==> src/rtl/smb_pkg.sv <==
package smb_pkg;
    typedef enum logic [1:0] {
        OCC_EMPTY   = 2'd0,
        OCC_PARTIAL = 2'd1,
        OCC_FULL    = 2'd2
    } occ_e;
endpackage

==> src/rtl/smb_store_array.sv <==
module smb_store_array #(
    parameter int DEPTH  = 4,
    parameter int ADDR_W = 10,
    parameter int DATA_W = 32
) (
    input  logic                          clk,
    input  logic                          rst_n,
    input  logic                          push,
    input  logic                          merge,
    input  logic                          pop,
    input  logic [ADDR_W-1:0]             wr_addr,
    input  logic [DATA_W-1:0]             wr_data,
    input  logic [DATA_W/8-1:0]           wr_be,
    output logic [ADDR_W-1:0]             ent_addr [DEPTH],
    output logic [DATA_W-1:0]             ent_data [DEPTH],
    output logic [DATA_W/8-1:0]           ent_be   [DEPTH],
    output logic [((DEPTH>1)?$clog2(DEPTH):1)-1:0] head_ptr,
    output logic [ADDR_W-1:0]             newest_addr
);
    localparam int NB    = DATA_W / 8;
    localparam int PTR_W = (DEPTH > 1) ? $clog2(DEPTH) : 1;
    localparam logic [PTR_W-1:0] LAST = PTR_W'(DEPTH - 1);

    logic [PTR_W-1:0] tail_ptr;
    logic [PTR_W-1:0] newest_ptr;

    assign newest_ptr  = (tail_ptr == '0) ? LAST : tail_ptr - 1'b1;
    assign newest_addr = ent_addr[newest_ptr];

    always_ff @(posedge clk) begin
        if (!rst_n) begin
            head_ptr <= '0;
            tail_ptr <= '0;
            for (int e = 0; e < DEPTH; e++) begin
                ent_addr[e] <= '0;
                ent_data[e] <= '0;
                ent_be[e]   <= '0;
            end
        end else begin
            if (push) begin
                ent_addr[tail_ptr] <= wr_addr;
                ent_be[tail_ptr]   <= wr_be;
                for (int b = 0; b < NB; b++)
                    ent_data[tail_ptr][8*b +: 8] <= wr_be[b] ? wr_data[8*b +: 8] : 8'h00;
                tail_ptr <= (tail_ptr == LAST) ? '0 : tail_ptr + 1'b1;
            end else if (merge) begin
                ent_be[newest_ptr] <= ent_be[newest_ptr] | wr_be;
                for (int b = 0; b < NB; b++)
                    if (wr_be[b]) ent_data[newest_ptr][8*b +: 8] <= wr_data[8*b +: 8];
            end
            if (pop)
                head_ptr <= (head_ptr == LAST) ? '0 : head_ptr + 1'b1;
        end
    end

    // A merge never allocates a slot
    assert_merge_keeps_tail_R5: assert property (@(posedge clk) disable iff (!rst_n)
        (merge && !push) |=> $stable(tail_ptr));

    // A drain advances the head by exactly one slot, keeping arrival order
    assert_head_steps_R6: assert property (@(posedge clk) disable iff (!rst_n)
        pop |=> (head_ptr != $past(head_ptr)));

    // Without a drain the head stays put
    assert_head_holds_R6: assert property (@(posedge clk) disable iff (!rst_n)
        !pop |=> $stable(head_ptr));
endmodule

==> src/rtl/smb_lookup.sv <==
module smb_lookup #(
    parameter int DEPTH  = 4,
    parameter int ADDR_W = 10,
    parameter int DATA_W = 32
) (
    input  logic [ADDR_W-1:0]             ent_addr [DEPTH],
    input  logic [DATA_W-1:0]             ent_data [DEPTH],
    input  logic [DATA_W/8-1:0]           ent_be   [DEPTH],
    input  logic [((DEPTH>1)?$clog2(DEPTH):1)-1:0] head_ptr,
    input  logic [$clog2(DEPTH+1)-1:0]    occupancy,
    input  logic [ADDR_W-1:0]             ld_addr,
    input  logic [DATA_W/8-1:0]           ld_be,
    input  logic [DATA_W-1:0]             ld_cache_data,
    output logic [DATA_W-1:0]             ld_data,
    output logic                          ld_buf_hit,
    output logic                          ld_full
);
    localparam int NB    = DATA_W / 8;
    localparam int PTR_W = (DEPTH > 1) ? $clog2(DEPTH) : 1;

    logic [NB-1:0] lane_hit;

    // Walk from oldest to youngest so later entries override earlier ones.
    always_comb begin
        ld_data  = ld_cache_data;
        lane_hit = '0;
        for (int k = 0; k < DEPTH; k++) begin
            int slot;
            slot = int'(head_ptr) + k;
            if (slot >= DEPTH) slot = slot - DEPTH;
            if ((k < int'(occupancy)) && (ent_addr[PTR_W'(slot)] == ld_addr)) begin
                for (int b = 0; b < NB; b++) begin
                    if (ent_be[PTR_W'(slot)][b]) begin
                        ld_data[8*b +: 8] = ent_data[PTR_W'(slot)][8*b +: 8];
                        lane_hit[b]       = 1'b1;
                    end
                end
            end
        end
    end

    assign ld_buf_hit = |(ld_be & lane_hit);
    assign ld_full    = (ld_be != '0) && ((ld_be & ~lane_hit) == '0);
endmodule

==> src/rtl/store_merge_buffer.sv <==
module store_merge_buffer
    import smb_pkg::*;
#(
    parameter int DEPTH  = 4,
    parameter int ADDR_W = 10,
    parameter int DATA_W = 32
) (
    input  logic                 clk,
    input  logic                 rst_n,
    input  logic                 st_valid,
    input  logic [ADDR_W-1:0]    st_addr,
    input  logic [DATA_W-1:0]    st_data,
    input  logic [DATA_W/8-1:0]  st_be,
    input  logic                 st_cache_hit,
    output logic                 st_ready,
    output logic                 fill_req,
    output logic [ADDR_W-1:0]    fill_addr,
    input  logic [ADDR_W-1:0]    ld_addr,
    input  logic [DATA_W/8-1:0]  ld_be,
    input  logic [DATA_W-1:0]    ld_cache_data,
    output logic [DATA_W-1:0]    ld_data,
    output logic                 ld_buf_hit,
    output logic                 ld_full,
    output logic                 drn_valid,
    output logic [ADDR_W-1:0]    drn_addr,
    output logic [DATA_W-1:0]    drn_data,
    output logic [DATA_W/8-1:0]  drn_be,
    input  logic                 drn_blk_ready
);
    localparam int NB    = DATA_W / 8;
    localparam int PTR_W = (DEPTH > 1) ? $clog2(DEPTH) : 1;
    localparam int CNT_W = $clog2(DEPTH + 1);
    localparam logic [CNT_W-1:0] FULL_CNT = CNT_W'(DEPTH);
    localparam logic [CNT_W-1:0] ONE_CNT  = CNT_W'(1);

    occ_e             state, state_nxt;
    logic [CNT_W-1:0] count, count_nxt;

    logic [ADDR_W-1:0] ent_addr [DEPTH];
    logic [DATA_W-1:0] ent_data [DEPTH];
    logic [NB-1:0]     ent_be   [DEPTH];
    logic [PTR_W-1:0]  head_ptr;
    logic [ADDR_W-1:0] newest_addr;

    logic merge_ok, do_push, do_merge, do_pop;

    // Merging is refused when the only entry is leaving this cycle.
    assign do_pop   = drn_valid && drn_blk_ready;
    assign merge_ok = (state != OCC_EMPTY) && (newest_addr == st_addr) &&
                      !((count == ONE_CNT) && do_pop);
    assign do_merge = st_valid && merge_ok;
    assign do_push  = st_valid && st_ready && !merge_ok;

    always_comb begin
        count_nxt = count;
        if (do_push && !do_pop)      count_nxt = count + 1'b1;
        else if (!do_push && do_pop) count_nxt = count - 1'b1;
    end

    // Next-state decision
    always_comb begin
        state_nxt = state;
        unique case (state)
            OCC_EMPTY: begin
                if (count_nxt == FULL_CNT)  state_nxt = OCC_FULL;     // first store, depth one
                else if (count_nxt != '0)   state_nxt = OCC_PARTIAL;  // first store
            end
            OCC_PARTIAL: begin
                if (count_nxt == '0)            state_nxt = OCC_EMPTY; // last drain
                else if (count_nxt == FULL_CNT) state_nxt = OCC_FULL;  // fill-up
            end
            OCC_FULL: begin
                if (count_nxt == '0)            state_nxt = OCC_EMPTY;   // depth one drain
                else if (count_nxt != FULL_CNT) state_nxt = OCC_PARTIAL; // relief
            end
            default: state_nxt = OCC_EMPTY;
        endcase
    end

    // State register
    always_ff @(posedge clk) begin
        if (!rst_n) begin
            state <= OCC_EMPTY;
            count <= '0;
        end else begin
            state <= state_nxt;
            count <= count_nxt;
        end
    end

    // Outputs
    always_comb begin
        drn_valid = (state != OCC_EMPTY);
        st_ready  = (state != OCC_FULL) || merge_ok;
        fill_req  = st_valid && st_ready && !st_cache_hit;
        fill_addr = st_addr;
        drn_addr  = ent_addr[head_ptr];
        drn_data  = ent_data[head_ptr];
        drn_be    = ent_be[head_ptr];
    end

    smb_store_array #(.DEPTH(DEPTH), .ADDR_W(ADDR_W), .DATA_W(DATA_W)) u_array (
        .clk         (clk),
        .rst_n       (rst_n),
        .push        (do_push),
        .merge       (do_merge),
        .pop         (do_pop),
        .wr_addr     (st_addr),
        .wr_data     (st_data),
        .wr_be       (st_be),
        .ent_addr    (ent_addr),
        .ent_data    (ent_data),
        .ent_be      (ent_be),
        .head_ptr    (head_ptr),
        .newest_addr (newest_addr)
    );

    smb_lookup #(.DEPTH(DEPTH), .ADDR_W(ADDR_W), .DATA_W(DATA_W)) u_lookup (
        .ent_addr      (ent_addr),
        .ent_data      (ent_data),
        .ent_be        (ent_be),
        .head_ptr      (head_ptr),
        .occupancy     (count),
        .ld_addr       (ld_addr),
        .ld_be         (ld_be),
        .ld_cache_data (ld_cache_data),
        .ld_data       (ld_data),
        .ld_buf_hit    (ld_buf_hit),
        .ld_full       (ld_full)
    );

    assert_no_overflow_R4: assert property (@(posedge clk) disable iff (!rst_n)
        count <= FULL_CNT);

    assert_stall_only_full_R4: assert property (@(posedge clk) disable iff (!rst_n)
        !st_ready |-> (state == OCC_FULL));

    assert_fill_leaves_entry_R3: assert property (@(posedge clk) disable iff (!rst_n)
        fill_req |=> (state != OCC_EMPTY));

    assert_drain_has_entry_R6: assert property (@(posedge clk) disable iff (!rst_n)
        drn_valid |-> (count != '0));

    assert_empty_matches_count_R6: assert property (@(posedge clk) disable iff (!rst_n)
        (state == OCC_EMPTY) |-> (count == '0));

    assert_full_implies_hit_R9: assert property (@(posedge clk) disable iff (!rst_n)
        ld_full |-> ld_buf_hit);
endmodule

==> config.mk <==
export PLATFORM = sky130hd
export DESIGN_NAME = store_merge_buffer
export DESIGN_NICKNAME = d
export VERILOG_FILES = /design/src/rtl/smb_pkg.sv /design/src/rtl/smb_store_array.sv /design/src/rtl/smb_lookup.sv /design/src/rtl/store_merge_buffer.sv
export SDC_FILE = /design/constraint.sdc
export NUM_CORES = 1
export LEC_CHECK = 0
export ABC_AREA = 1
export BUFFER_PORTS_ARGS = -buffer_cell sky130_fd_sc_hd__clkbuf_2
export CAP_MARGIN = 10
export CORE_MARGIN = 8
export CORE_UTILIZATION = 45
export CTS_BUF_LIST = sky130_fd_sc_hd__clkbuf_8
export DETAILED_ROUTE_END_ITERATION = 7
export MAX_ROUTING_LAYER = met4
export PLACE_DENSITY = 0.66
export SETUP_SLACK_MARGIN = 0.05
export SYNTH_ARGS = -nofsm -noshare
export SYNTH_HDL_FRONTEND = slang
export SYNTH_SLANG_ARGS = --single-unit
==> constraint.sdc <==
create_clock -name clk -period 6.45 [get_ports clk]
set_input_delay 1.935 -clock clk [delete_from_list [all_inputs] [get_ports clk]]
set_output_delay 1.935 -clock clk [all_outputs]
set_load 0.02 [all_outputs]
==> results of run 1 <==
-- sequential cells by signal, indices dropped and copies added, names as in the netlist --
name / count
count: 3
state: 2
u_array.ent_addr: 40
u_array.ent_be: 16
u_array.ent_data: 128
u_array.head_ptr: 2
u_array.tail_ptr: 2
-- metal layers --
metal | GRT usage | wire length [um] | vias up
met1 | 0.4361 | 31720 | 9020
met4 | 0.07636 | 1306 | 0
met3 | 0.04861 | 5759 | 82
met2 | 0.4399 | 27840 | 903
li1 | - | - | 9643
met5 | - | 0 | -
-- synth_stat cells (3+ instances only) --
library cell  number  area share
nand2_1          981        0.22
o21ai_0          326       0.099
nand3_1          279       0.084
inv_1            222       0.050
a21oi_1          217       0.066
dfxtp_1          193        0.23
nor2_1           175       0.040
clkbuf_1          97       0.022
mux2i_1           65       0.039
buf_2             50       0.015
nand4_1           42       0.016
a211oi_1          33       0.015
buf_4             32       0.015
o211ai_1          32       0.015
nand2_2           22      0.0083
o22ai_1           16      0.0060
o21ai_1           14      0.0042
o21ai_2           12      0.0063
xor2_1            11      0.0058
buf_6             10      0.0068
nand3b_1          10      0.0045
buf_1              8      0.0018
ha_1               8      0.0060
clkinv_1           7      0.0016
inv_2              7      0.0016
or2_2              6      0.0023
nand3_2            5      0.0030
nor2_2             5      0.0019
nor3_1             3     0.00091
-- power by group --
part	internal, mW	switching, mW	leakage [nW]	total [mW]
registers	1.23	0.0432	1.56	1.28
logic	0.443	1.23	5.88	1.68
clock network	0.286	0.520	0.184	0.806
-- worst reg2reg max path, stage by stage, from the launching register on --
cell and delay (ps):
dfxtp_1 390, inv_4 140, ha_1 900, inv_2 380, nand3_1 220, nand2_1 80, nand2_1 90, nand2_1 70
inv_1 50, nand2_1 40, nor2_1 200, nand3_2 170, nand3_4 160, buf_4 870, nand2_2 610, nand2_2 380
nand2_1 90, a21oi_1 130
-- through the flow --
stage                     std cells  cell area, um^2  utilization  total power, mW  worst slack [ps]
final                          3441            17860       0.4901            3.759             159.9
after global routing           3441            17860       0.4901            3.962             57.79
after CTS                      3439            17840       0.4897            3.726             194.8
after detailed placement       3407            17460       0.4793            2.944             251.1
after global placement         3407            17460       0.4793            2.936             239.3
after floorplan                2903            16560            -            2.438              1082
-- kinds of logic (layout without fill, tap and decap cells) --
kind of cell / Yosys count / count (layout) / synth area share
and+or+nand+nor: 1538 / 1538 / 0.3894
DFF: 193 / 193 / 0.2333
adders and majority gates: 8 / 8 / 0.006044
muxes: 65 / 65 / 0.03928
AOI/OAI and AO/OA: 652 / 652 / 0.2110
other: 0 / 2 / 0
xor gates and xnor gates: 13 / 13 / 0.006875
buffers and inverters: 434 / 502 / 0.1141
-- what timing repair did --
item	CTS	global route
endpoints found under the hold margin	0	0
gates resized for setup	0	2
endpoints found under the setup margin	0	9
-- cell type report --
| type | instances | area (um^2) |
|---|---|---|
| clock inverter | 15 | 145.1 |
| multi-input combinational | 2276 | 10820 |
| timing repair buffer | 233 | 1300 |
| sequential | 193 | 3871 |
| antenna | 2 | 5.005 |
| tap | 468 | 585.6 |
| inverter | 237 | 894.6 |
| clock buffer | 17 | 234.0 |
| fill | 3910 | 18580 |
-- final timing paths --
| path | startpoint | to | cells after the start |
|---|---|---|---|
| max | ld_addr[3] | ld_data[24] | 13 |
| min | u_array.ent_data[74] | u_array.ent_data[74] | 2 |
| max reg2reg | u_array.tail_ptr[0] | u_array.ent_data[59] | 17 |
| min reg2reg | u_array.ent_data[74] | u_array.ent_data[74] | 2 |
==> reports/results.ini, run 1 <==
[outcome]
outcome = complete, no violations

[power]
power_density_nw_per_um2 = 210.5
peakVddDrop_mv = 0.1427
cellLeakagePower_nw = 7.625

[critical_path]
crit_type = in2out
cpMostUsedCell = nand2_1
cp_slowest_cell = nor2_1
cpPeakStageDelay_ps = 510
path_cells = clkbuf_2 > inv_1 > nand2_1 > nand2_1 > nand2_1 > nor2_1 > and2_1 > buf_4 > nand4_1 > nand3_1 > nand2_1 > a21oi_1 > clkbuf_2
arrival_ps = 4360
start_kind = input pin
cp.required_ps = 4510
reg2reg_slack_ps = 1420
critPathMaxFanout = 24
crit_path_end_kind = output pin
cp.buffers_inverters = 4
critPathTopFamily = simple AND/OR/NAND/NOR gates

[logic_synthesis]
synthCells = 2903
synth.distinct_cells = 41
synthArstFlopShare = 0
ys_warn_count = 0
synth_enable_flop_cells = 0
synth_nets = 3008
avgSynthCellArea_um2 = 5.705
ys_seq_area_frac = 0.2333
syn-cell-area_um2 = 16560
yosys_register_bits = 193
synthFlopType = dfxtp_1

[hold_path]
min_path_type = reg2reg

[sta]
slew_violations = 0
rsz0062_at_grt = false
tightest_slew_ps = 1227
slew_headroom = 0.1817
setup_viol = 0
hold_ws_ps = 469.6
clock.fmax_ghz = 0.1590
fin_skew_ps = 22.66
fin_tns_setup_ps = 0
fin_crit_ps = 6290
hold_viol_final = 0
period_share = 0.9752

[global_route]
overflow = 0
antenna_found_initial = 2
grt_max_degree = 224
track_usage = 0.3048
grt_pass1_wl_mm = 102.8
grt_pass1_vias = 17500

[die]
initial_core_util = 0.4546
io_pins = 190
die_area_um2 = 43200
fp-row-count = 70
die_y_um = 207.8
core_area_um2 = 36430
die_w_um = 207.8

[clocking]
path_clk_slew_ps = 110
worstSkewPairLatency_ps = 530
cts_setup_buffers = 0
cts_tree = yes
clkSinkCount = 193
numCtsBuffers = 17
cts_root_buf = clkbuf_8
cts-hold-fix-buffers = 0
max-clock-path-buffers = 2
htree_num_levels = 4

[routing]
dr_total_vias = 19650
first_pass_iters = 6
drt-wirelength-per-cell_um = 19.36
vias_per_cell = 5.710
drt_iter0_markers = 2379
drtAntennaViolNets = 0
finalWirelength_mm = 66.63
drc = 0

[final_layout]
final_common_cell = nand2_1
area_delta_synth_final_pct = 7.819
layout.nets = 3063
layout_common_cells = nand2_1, o21ai_0, nand3_1, inv_1, a21oi_1
layout-drive-gt1-share = 0.1131

[flow_run]
cap_violations = 0

[place]
port_buffers = 189
hpwlAfterDp_mm = 50.34
gp_congestion = 0.9876

No activity file was read; power rests on OpenSTA's default activity.
==> inputs of run 2 (changes only) <==
==> constraint.sdc (replaced) <==
create_clock -name clk -period 7.3 [get_ports clk]
set_input_delay 2.19 -clock clk [delete_from_list [all_inputs] [get_ports clk]]
set_output_delay 2.19 -clock clk [all_outputs]
set_load 0.02 [all_outputs]
==> run 2 against run 1 <==
Combinational power decreased by 14%. Count of clock-buffer cells in the layout unchanged. Flip-flop and latch count unchanged. Sequential share of layout area increased by 0.061 points. Highest routed layer unchanged. Clock skew decreased by 2.8 ps.
==> reports/results.ini, run 2 (synthesis gave the netlist of run 1 again) <==
[flow_run]
cap_violations = 0

[routing]
first_pass_iters = 6
drtAntennaViolNets = 0
drt-wirelength-per-cell_um = 19.18
vias_per_cell = 5.736
drt_iter0_markers = 2335
drc = 0
finalWirelength_mm = 65.70
dr_total_vias = 19650

[final_layout]
layout_common_cells = nand2_1, o21ai_0, nand3_1, inv_1, a21oi_1
diodes = 0
largest_registers = u_array.ent_data (128), u_array.ent_addr (40), u_array.ent_be (16)
top_register = u_array.ent_data
instances_no_fill = 3425
area_delta_synth_final_pct = 7.517
largest_reg_flops = 128
layout.nets = 3049
final_common_cell = nand2_1
layout-drive-gt1-share = 0.1089

[outcome]
outcome = complete, no violations

[place]
port_buffers = 189
dp_cells = 3393
gp_congestion = 1.037
hpwlAfterDp_mm = 48.83

[die]
die_y_um = 207.8
fp-row-count = 70
initial_core_util = 0.4546
die_area_um2 = 43200
core_area_um2 = 36430
io_pins = 190
die_w_um = 207.8

[critical_path]
critPathMaxFanout = 220
cp.required_ps = 5110
reg2reg_slack_ps = 2640
worst-r2r-cell-count = 17
reg2reg_to = u_array.ent_data[9]
start_kind = flop
crit_type = reg2out
r2r_start = u_array.tail_ptr[0]
arrival_ps = 4520
crit_path_end_kind = output pin

[hold_path]
min_path_type = reg2reg
min_path_cells = 2
holdPathEnd = u_array.ent_data[73]
min_from = u_array.ent_data[73]

[clocking]
cts_tree = yes
clkSinkCount = 193
max-clock-path-buffers = 2
htree_num_levels = 4
numCtsBuffers = 17
worstSkewPairLatency_ps = 530
cts_resized = 0
path_clk_slew_ps = 100
cts_root_buf = clkbuf_8
cts_setup_buffers = 0
cts-hold-fix-buffers = 0

[sta]
rsz0062_at_grt = false
slew_headroom = 0.2567
hold_viol_final = 0
fin_tns_setup_ps = 0
period_share = 0.9193
slew_violations = 0
fin_crit_ps = 6711
fin_skew_ps = 19.83
clock.fmax_ghz = 0.1490
tightest_slew_ps = 1115
setup_viol = 0

[global_route]
overflow = 0
grt_pass1_wl_mm = 101.9
grt_pass1_vias = 17480
track_usage = 0.3013
antenna_found_initial = 0
grt_max_degree = 221

[power]
peakVddDrop_mv = 0.1130
cellLeakagePower_nw = 7.585
power_density_nw_per_um2 = 188.1

[run 2: where the power goes]
part	internal [mW]	switching (mW)
registers	1.09	0.0446
logic	0.384	1.07
clock network	0.314	0.451
[run 2: worst max-delay path: stages, from the launching register on]
cell	delay [ps]
dfxtp_4	790
buf_12	660
o21ai_0	360
nand2_1	160
nand2_1	70
nand2_1	80
nand2_1	50
nor2_1	90
nand3b_1	90
nor2_2	290
nand3_2	110
buf_4	220
nand2_2	200
nand2_1	80
a21oi_1	430
clkbuf_2	270
[run 2: area by class of cell]
type                       count  area [um^2]
fill                        3885        18630
clock inverter                15        178.9
multi-input combinational   2276        10820
timing repair buffer         219         1221
sequential                   193         3871
tap                          468        585.6
inverter                     237        894.6
clock buffer                  17        234.0
[run 2: worst max path at each step]
| stage | start | end | slack [ps] | cells past startpoint |
|---|---|---|---|---|
| 3_5_place_dp | ld_addr[8] | ld_full | 700 | 11 |
| 6_report | u_array.head_ptr[0] | ld_data[0] | 590 | 15 |
| 2_1_floorplan | ld_addr[1] | ld_data[29] | 1420 | 12 |
| 5_1_grt | u_array.head_ptr[0] | ld_full | 150 | 16 |
| 3_3_place_gp | ld_addr[8] | ld_full | 750 | 11 |
| 4_1_cts | u_array.head_ptr[0] | ld_full | 530 | 16 |
[run 2: metal layers]
metal	vias to the layer above	global-route usage	share of wire
met1	8970	0.4287	0.47
li1	9621	-	-
met3	77	0.05254	0.093
met5	-	-	0
met4	0	0.07905	0.022
met2	978	0.4327	0.42
[run 2: per-stage QoR]
step                      hold WS (ps)    util  setup WS [ps]  area (um^2)  total power [mW]
after detailed placement         454.0  0.4774          702.6        17390             2.577
after floorplan                  441.0       -           1422        16560             2.154
final                            469.2  0.4887          589.4        17810             3.349
after global routing             485.2  0.4887          150.7        17810             3.533
after CTS                        470.4  0.4887          525.8        17810             3.329
after global placement           449.7  0.4774          749.6        17390             2.571
